`src/rtl/tf_pkg.sv`:
```
package tf_pkg;

  localparam int VRAM_AW = 13;
  localparam int TILE_B  = 8;

  typedef enum logic [2:0] {
    ST_IDLE,
    ST_MAP_A,
    ST_MAP_B,
    ST_LO_A,
    ST_LO_B,
    ST_HI_A,
    ST_HI_B,
    ST_PUSH
  } fetch_st_t;

  // map entry: base + 32 * tile row + tile column
  function automatic logic [VRAM_AW-1:0] map_entry_addr(
    input logic [VRAM_AW-1:0] base,
    input logic [7:0]         row,
    input logic [7:0]         col
  );
    return base + {{(VRAM_AW-10){1'b0}}, row[7:3], col[7:3]};
  endfunction

  // low bitplane address of one row of one tile
  function automatic logic [VRAM_AW-1:0] tile_row_addr(
    input logic       unsigned_mode,
    input logic [7:0] idx,
    input logic [2:0] fine
  );
    logic [VRAM_AW-1:0] start;
    if (unsigned_mode)
      start = {1'b0, idx, 4'b0000};
    else
      start = 13'h1000 + {idx[7], idx, 4'b0000};
    return start + {{(VRAM_AW-4){1'b0}}, fine, 1'b0};
  endfunction

endpackage

```
`src/rtl/tf_map_addr.sv`:
```
module tf_map_addr
  import tf_pkg::*;
#(
  parameter logic [VRAM_AW-1:0] MAP_LO = 13'h1800,
  parameter logic [VRAM_AW-1:0] MAP_HI = 13'h1C00
) (
  input  logic               win_sel,
  input  logic               bg_hi,
  input  logic               win_hi,
  input  logic [7:0]         x_eff,
  input  logic [7:0]         scx,
  input  logic [7:0]         scy,
  input  logic [7:0]         wx,
  input  logic [7:0]         wy,
  input  logic [7:0]         ly,
  output logic [VRAM_AW-1:0] map_addr,
  output logic [2:0]         fine_row
);

  logic [7:0]         col, row;
  logic [VRAM_AW-1:0] base;

  always_comb begin
    if (win_sel) begin
      col  = x_eff - wx;
      row  = ly - wy;
      base = win_hi ? MAP_HI : MAP_LO;
    end else begin
      col  = x_eff + scx;
      row  = ly + scy;
      base = bg_hi ? MAP_HI : MAP_LO;
    end
    map_addr = map_entry_addr(base, row, col);
    fine_row = row[2:0];
  end

endmodule

```
`src/rtl/tf_tile_addr.sv`:
```
module tf_tile_addr
  import tf_pkg::*;
(
  input  logic               unsigned_mode,
  input  logic [7:0]         idx,
  input  logic [2:0]         fine,
  output logic [VRAM_AW-1:0] lo_addr
);

  assign lo_addr = tile_row_addr(unsigned_mode, idx, fine);

  always_comb begin
    if (unsigned_mode)
      assert (lo_addr < 13'h1000) else $error("p_unsigned_range_r6");
    else
      assert (lo_addr >= 13'h0800 && lo_addr < 13'h1800) else $error("p_signed_range_r7");
  end

endmodule

```
`src/rtl/tf_row_pack.sv`:
```
module tf_row_pack #(
  parameter int NPIX  = 8,
  parameter int NIB_W = 4,
  localparam int WORD_W = NPIX * NIB_W
) (
  input  logic [NPIX-1:0]   plane_lo,
  input  logic [NPIX-1:0]   plane_hi,
  input  logic [NIB_W-3:0]  src,
  output logic [WORD_W-1:0] word
);

  for (genvar n = 0; n < NPIX; n++) begin : g_pix
    assign word[WORD_W-1-NIB_W*n -: NIB_W] = {src, plane_hi[NPIX-1-n], plane_lo[NPIX-1-n]};
  end

endmodule

```
`src/rtl/bg_tile_fetcher.sv`:
```
module bg_tile_fetcher
  import tf_pkg::*;
#(
  parameter int FIFO_DEPTH = 16,
  parameter int TILE_PX    = TILE_B,
  parameter int NIB_W      = 4,
  localparam int LVL_W     = $clog2(FIFO_DEPTH + 1),
  localparam int WORD_W    = TILE_PX * NIB_W
) (
  input  logic               clk,
  input  logic               rst_n,
  input  logic               fetch_start_i,
  input  logic               fetch_win_i,
  input  logic               bg_map_hi_i,
  input  logic               win_map_hi_i,
  input  logic               tile_unsigned_i,
  input  logic [7:0]         scx_i,
  input  logic [7:0]         scy_i,
  input  logic [7:0]         wx_i,
  input  logic [7:0]         wy_i,
  input  logic [7:0]         ly_i,
  input  logic [7:0]         pix_x_i,
  input  logic [LVL_W-1:0]   fifo_level_i,
  output logic               vram_rd_o,
  output logic [VRAM_AW-1:0] vram_addr_o,
  input  logic [7:0]         vram_data_i,
  output logic               push_o,
  output logic [WORD_W-1:0]  push_pixels_o,
  output logic               busy_o
);

  localparam logic [LVL_W-1:0] ROOM_LVL = LVL_W'(FIFO_DEPTH - TILE_PX);

  fetch_st_t          st_q, st_d;
  logic               win_q, uns_q;
  logic [VRAM_AW-1:0] map_q, data_addr_q;
  logic [2:0]         fine_q;
  logic [7:0]         lo_q, hi_q;

  logic [7:0]         x_eff;
  logic [VRAM_AW-1:0] map_c, tile_c;
  logic [2:0]         fine_c;

  // named internal events
  logic ev_accept, ev_open, ev_hi_open, room_ok, in_read;

  assign ev_accept  = (st_q == ST_IDLE) && fetch_start_i;
  assign ev_open    = (st_q == ST_MAP_A) || (st_q == ST_LO_A) || (st_q == ST_HI_A);
  assign ev_hi_open = (st_q == ST_HI_A);
  assign in_read    = (st_q != ST_IDLE) && (st_q != ST_PUSH);
  assign room_ok    = fifo_level_i <= ROOM_LVL;

  assign x_eff = pix_x_i + ((fifo_level_i != '0) ? 8'(TILE_PX) : 8'd0);

  tf_map_addr u_map (
    .win_sel  (fetch_win_i),
    .bg_hi    (bg_map_hi_i),
    .win_hi   (win_map_hi_i),
    .x_eff    (x_eff),
    .scx      (scx_i),
    .scy      (scy_i),
    .wx       (wx_i),
    .wy       (wy_i),
    .ly       (ly_i),
    .map_addr (map_c),
    .fine_row (fine_c)
  );

  tf_tile_addr u_tile (
    .unsigned_mode (uns_q),
    .idx           (vram_data_i),
    .fine          (fine_q),
    .lo_addr       (tile_c)
  );

  tf_row_pack #(.NPIX(TILE_PX), .NIB_W(NIB_W)) u_pack (
    .plane_lo (lo_q),
    .plane_hi (hi_q),
    .src      ({{(NIB_W-3){1'b0}}, win_q}),
    .word     (push_pixels_o)
  );

  always_comb begin
    st_d = st_q;
    unique case (st_q)
      ST_IDLE:  if (fetch_start_i) st_d = ST_MAP_A;
      ST_MAP_A: st_d = ST_MAP_B;
      ST_MAP_B: st_d = ST_LO_A;
      ST_LO_A:  st_d = ST_LO_B;
      ST_LO_B:  st_d = ST_HI_A;
      ST_HI_A:  st_d = ST_HI_B;
      ST_HI_B:  st_d = ST_PUSH;
      ST_PUSH:  if (room_ok) st_d = ST_IDLE;
      default:  st_d = ST_IDLE;
    endcase
  end

  always_ff @(posedge clk) begin
    if (!rst_n) begin
      st_q        <= ST_IDLE;
      win_q       <= 1'b0;
      uns_q       <= 1'b0;
      map_q       <= '0;
      fine_q      <= '0;
      data_addr_q <= '0;
      lo_q        <= '0;
      hi_q        <= '0;
    end else begin
      st_q <= st_d;
      if (ev_accept) begin
        win_q  <= fetch_win_i;
        uns_q  <= tile_unsigned_i;
        map_q  <= map_c;
        fine_q <= fine_c;
      end
      if (st_q == ST_MAP_B) data_addr_q <= tile_c;
      if (st_q == ST_LO_B) begin
        lo_q        <= vram_data_i;
        data_addr_q <= data_addr_q + 1'b1;
      end
      if (st_q == ST_HI_B) hi_q <= vram_data_i;
    end
  end

  assign vram_rd_o   = in_read;
  assign vram_addr_o = ((st_q == ST_MAP_A) || (st_q == ST_MAP_B)) ? map_q : data_addr_q;
  assign push_o      = (st_q == ST_PUSH) && room_ok;
  assign busy_o      = (st_q != ST_IDLE);

  // each read keeps its address for a second cycle
  p_addr_hold_r2: assert property (@(posedge clk) disable iff (!rst_n)
    ev_open |=> (vram_rd_o && $stable(vram_addr_o)));

  // high bitplane directly follows the low one
  p_hi_step_r2: assert property (@(posedge clk) disable iff (!rst_n)
    ev_hi_open |-> (vram_addr_o == $past(vram_addr_o) + 1'b1));

  // no push into a FIFO without space for a full tile
  p_push_room_r9: assert property (@(posedge clk) disable iff (!rst_n)
    push_o |-> (fifo_level_i <= ROOM_LVL));

  // one push, then idle
  p_push_once_r9: assert property (@(posedge clk) disable iff (!rst_n)
    push_o |=> (!push_o && !busy_o));

  // a start while busy does not restart the read sequence
  p_no_restart_r10: assert property (@(posedge clk) disable iff (!rst_n)
    (busy_o && fetch_start_i && !push_o) |=> busy_o);

  // idle means no VRAM traffic
  p_idle_quiet_r1: assert property (@(posedge clk) disable iff (!rst_n)
    !busy_o |-> (!vram_rd_o && !push_o));

endmodule

```
`config.mk`:
```
export PLATFORM = sky130hd
export DESIGN_NAME = bg_tile_fetcher
export DESIGN_NICKNAME = d
export VERILOG_FILES = /design/src/rtl/tf_pkg.sv /design/src/rtl/tf_map_addr.sv /design/src/rtl/tf_tile_addr.sv /design/src/rtl/tf_row_pack.sv /design/src/rtl/bg_tile_fetcher.sv
export SDC_FILE = /design/constraint.sdc
export NUM_CORES = 1
export LEC_CHECK = 0
export ABC_AREA = 1
export BUFFER_PORTS_ARGS = -buffer_cell sky130_fd_sc_hd__buf_2
export CORE_MARGIN = 5
export CORE_UTILIZATION = 35
export DETAILED_ROUTE_END_ITERATION = 8
export PLACE_DENSITY = 0.55
export SKIP_LAST_GASP = 1
export SLEW_MARGIN = 20
export SYNTH_ARGS = -nofsm -noshare
export SYNTH_HDL_FRONTEND = slang
export SYNTH_HIERARCHICAL = 1
export SYNTH_SLANG_ARGS = --single-unit
export TNS_END_PERCENT = 5
```
`constraint.sdc`:
```
create_clock -name clk -period 2.2 [get_ports clk]
set_input_delay 0.11 -clock clk [delete_from_list [all_inputs] [get_ports clk]]
set_output_delay 0.11 -clock clk [all_outputs]
set_load 0.05 [all_outputs]
```
## Word level (Yosys, flattened, before mapping)

Cells that the tools add are included.
Widths: inputs -> output; s select.

- Equal/unequal tests: 10
- Multiplexer cells: 13
- Add/subtract/negate cells: 9
- Reductions and logical operators: 9
- $lt $le $gt $ge: 1

Operators by type and width:

| cell | count |
|---|---|
| $mux 13 | 5 |
| $pmux 3 s8 | 1 |
| $mux 11 | 2 |
| $add 8x8->8 | 2 |
| $mux 8 | 2 |
| $sub 8x8->8 | 2 |
| $add 13x1->13 const B | 1 |
| $add 13x10->13 | 1 |
| $add 13x13->13 const A | 1 |
| $add 13x4->13 | 1 |
| $eq 3x3->1 const B | 4 |
| $add 8x4->8 | 1 |
| $eq 3x2->1 const B | 2 |
| $mux 3 | 2 |
| $le 5x4->1 const B | 1 |
| $reduce_bool 5->1 | 1 |
| $mux 4 | 1 |
| $ne 2x2->1 const B | 2 |
| $eq 3x1->1 const B | 1 |
| $logic_and 1x1->1 | 3 |
| $logic_not 3->1 | 1 |
| $ne 3x3->1 const B | 1 |
| $reduce_bool 3->1 | 1 |
| $reduce_and 2->1 | 1 |
| 2 further kinds | 2 |

- Register bits after elaboration: 50
- Bits of input ports: 68
- Output and inout bits: 48
- Logic and storage cells: 50

## Depth between registers and ports, before layout

- Word-level depth: 6
- Depth in mapped cells: 18
- Mapped depth without buffers: 18

## Cells and area by module

The synthesis kept the hierarchy.

By module, submodules not included:

| module | times used | sequential area each (µm²) | cells each | area each (µm²) |
|---|---|---|---|---|
| bg_tile_fetcher | 1 | 1,001.0 | 363 | 2,518.7 |
| tf_map_addr | 1 | 0.0 | 202 | 1,159.9 |
| tf_row_pack | 1 | 0.0 | 32 | 240.2 |
| tf_tile_addr | 1 | 0.0 | 14 | 97.6 |

## Least setup slack after synthesis

Ideal clock, no wire load.

- Path type: flip-flop to output port
- Start: reg st_q[0]
- End: out vram_addr_o[10]
- Data required time: 2.090 ns
- Stages on the path, launching flop included: 6
- Buffers on the path: 1
- Data arrival time: 1.974 ns
- Path slack: 0.116 ns
- Path through: dfxtp_1 -> inv_1 -> ha_1 -> o21ai_2 -> clkbuf_1 -> o21ai_0

- Word-level cells in the longest chain between the ends: 3
- Elaborated cells between the ends (all ways): 4
- Classes of those cells: 2 x eq/ne; 1 x mux; 1 x reduce/logical

Ends and longest elaborated chain:

| what | RTL line | RTL |
|---|---|---|
| start: declaration | bg_tile_fetcher.sv:34 | `fetch_st_t st_q, st_d;` |
| start signal: assignment | bg_tile_fetcher.sv:109 | `st_q <= st_d;` |
| $eq 3x1->1 / $eq 3x2->1 (equally long branches) | bg_tile_fetcher.sv:126 | `assign vram_addr_o = ((st_q == ST_MAP_A) \|\| (st_q == ST_MAP_B)) ? map_q : data_addr_q;` |
| $logic_or 1x1->1 (*) | bg_tile_fetcher.sv:126 |  |
| $mux 13 (*) | bg_tile_fetcher.sv:126 |  |
| end: declaration | bg_tile_fetcher.sv:25 | `output logic [VRAM_AW-1:0] vram_addr_o,` |

Every way passes the cells marked *; elsewhere a longest branch is shown, timed or not.

## Final worst setup path

- Start: reg st_q[0]
- End: out vram_addr_o[4]

The elaborated chain is that of the path after synthesis.

==> results by group <==
Synth
  – Cell Area, Synth: approximately 4000 um^2
  – Post-Synthesis Cells: 611
  – Seq cells post-synth: 50
  – Area contributors post-synth: dfxtp_1, nand2_1, buf_4
  – Post-synth EDFFs: 0
  – Count of cell types in the netlist: just over 40
  – Yosys warnings: 6
  – Cell type with the largest total area after synthesis: dfxtp_1
  – Seq/Total Area, Yosys: about 25%
  – Share of the synthesized area in the top cell type: between 20% and 30%
  – Top-count cell post-synth: nand2_1
  – Avg Inst Size Synth: 6.57 um^2
  – Post-synth top flop: dfxtp_1
  – Most common library cells after synthesis: nand2_1, nor2_1, o21ai_0
  – Async SR Flop Fraction: 0%

Timing
  – Final period utilization: approximately 90%
  – Max Clock Freq: 506 MHz
  – Tmin final: between 1.5 and 2 ns
  – Final worst slack: 0.224 ns
  – Post-Route Skew: approximately 0.009 ns
  – Slew Limit Fails: 0
  – Hold Slack: about 0.10 ns
  – Hold Fails Final Rpt: 0
  – RSZ-0062 raised after global routing: no
  – # setup viols final: 0

Place
  – Pre-CTS WS: -0.0471 ns
  – Routability cong.: 0.845
  – Post-DP HPWL: between 8 and 9 mm
  – IO buf count: ~110

Min path
  – Hold Path Class: input port to register

Setup path
  – Depth of the most critical reg-to-reg path: 5
  – Crit path to: vram_addr_o[4]
  – Crit end category: output pin
  – Arr. time, crit path: between 1.5 and 2 ns
  – Worst setup SP type: register
  – Max FO, Critical Path: 26
  – CP startpoint: st_q[0]
  – Worst EP required: 2.09 ns
  – Beginning of the worst register-to-register path: st_q[0]
  – Crit path kind: register to output pin
  – Reg-to-reg endpoint: map_q[5]
  – Reg-to-reg slack, setup: ~0.53 ns

Die
  – Total die area: approximately 14000 um^2
  – Die width: 117 um
  – I/O pin cnt: roughly 120
  – Die height: 117 um
  – Row cnt: 39
  – Core box area: around 11000 um^2
  – Initial Util: between 30 and 40%

Routing
  – Iteration-0 DRC Markers: 150
  – DRC: 0
  – WL per Instance: around 12 um
  – Drt total wl: slightly below 10 mm
  – Final ANT Viol Nets: 0
  – Via count: around 4000
  – DR vias/cell: ~4.7
  – Pre-Repair DR Iteration Count: 4

Power
  – Power Density: 1120 nW/um^2
  – Max rail drop VDD: around 0.57 mV
  – Leakage: roughly 2.2 nW

Global route
  – Tot GR Track Use: between 10 and 15%
  – First-pass GRT wire length: between 15 and 20 mm
  – Largest net degree at the start of global routing: 28
  – Antenna violations before repair: 0
  – Vias in the first global route: ~3800
  – Grt ovf: 0

Clock tree
  – Post-CTS Setup Repair Bufs: 0
  – Longest Clk Path Bufs: 2
  – Clk_lat worst skew: 0.30 ns
  – CTS root buffer: clkbuf_16
  – Clock buffer count from CTS: 5
  – Worst-path clk slew: 0.08 ns
  – Post-cts resize count: 0
  – TritonCTS clock tree: done
  – Cts hold-fix bufs: 0
  – Clock Sinks: 50
  – H-tree Lvls: 2

Cells and area
  – Area growth syn-to-layout: 14.9%
  – Layout cell share with drive strength beyond 1: 23.3%
  – Final Net Count: 781
  – ANT cells: 0
  – Fillers: around 1200

Run
  – Total of max-cap violations: 0

Run status
  – Status: finished, final reports clean
## registers in the layout, indices dropped and copies added, names as in the netlist
signal       flops
data_addr_q     13
map_q           13
hi_q             8
lo_q             8
fine_q           3
st_q             3
uns_q            1
win_q            1
## metrics by stage
step                      area [um^2]  TNS (ns)  cells  util, %  power [mW]
after detailed placement         4460    -0.115    826     39.4        4.41
after floorplan                  4050         0    619        -        3.92
after global routing             4610         0    834     40.7        5.60
after CTS                        4610         0    834     40.7        5.24
after global placement           4460   -0.0312    826     39.4        4.38
final                            4610         0    834     40.7        5.18
## worst min path at each step
stage	startpoint	endpoint	depth (start not counted)
2_1_floorplan	vram_data_i[0]	lo_q[0]	2
3_3_place_gp	vram_data_i[1]	lo_q[1]	3
3_5_place_dp	vram_data_i[2]	lo_q[2]	3
4_1_cts	vram_data_i[2]	lo_q[2]	3
5_1_grt	vram_data_i[4]	hi_q[4]	3
6_report	vram_data_i[3]	hi_q[3]	3
## power by group
part / leakage (nW) / total, mW / switching (mW) / internal, mW
Sequential: 0.409 / 1.44 / 0.240 / 1.20
Combinational: 1.74 / 2.92 / 2.09 / 0.829
Clock: 0.0759 / 0.816 / 0.381 / 0.435
## kinds of logic (layout without fill, tap and decap cells)
group	Yosys count	in the layout	share of synthesized area (%)
AOI/OAI and AO/OA	130	130	17.4
DFF	50	50	24.9
xor gates and xnor gates	15	15	3.27
buffers and inverters	134	206	18.1
other	3	11	0.280
muxes	2	2	0.498
and+or+nand+nor	254	254	28.1
adders and majority gates	23	23	7.35
## layer usage
layer,wire length [um],vias up,GRT usage [%]
li1,-,2093,-
met5,0,-,0
met4,170,0,4.05
met1,4530,1746,19.2
met3,561,13,2.72
met2,4650,100,25.5
## layout make-up
type / instances / area, um^2 / area share (%)
flip-flops and latches: 50 / 1000 / 21.7
repair buffers: 128 / 693 / 15.0
clock inverters: 3 / 28.8 / 0.624
inverters: 70 / 267 / 5.78
multi-input cells: 435 / 2320 / 50.3
well taps: 143 / 179 / 3.88
clock buffers: 5 / 125 / 2.71
## worst max-delay path, stage by stage, from the launching register on
cell and delay (ns):
dfxtp_1 0.36, inv_1 0.08, ha_1 0.23, o21ai_2 0.13
buf_4 0.24, nand2_1 0.07, o21ai_0 0.12, buf_2 0.32
## layout by cell type, fill, tap and decap left out, types with 2 or more instances in the layout
| cell type | count |
|---|---|
| nand2_1 | 109 |
| buf_2 | 107 |
| nor2_1 | 73 |
| o21ai_0 | 65 |
| inv_1 | 63 |
| dfxtp_1 | 50 |
| nand3_1 | 45 |
| a21oi_1 | 41 |
| ha_1 | 22 |
| buf_4 | 21 |
| conb_1 | 11 |
| xor2_1 | 8 |
| xnor2_1 | 7 |
| nand4_1 | 6 |
| o21ai_1 | 5 |
| clkbuf_16 | 5 |
| inv_2 | 4 |
| nand2_4 | 4 |
| a21oi_2 | 4 |
| a31oi_1 | 4 |
| or2_1 | 4 |
| nor2_4 | 3 |
| nor2_2 | 3 |
| a22oi_1 | 3 |
| nand3b_1 | 2 |
| nand2_2 | 2 |
| o211ai_1 | 2 |
| clkinv_4 | 2 |
| mux2i_1 | 2 |
| o21bai_1 | 2 |
No activity file was read; power rests on OpenSTA's default activity.
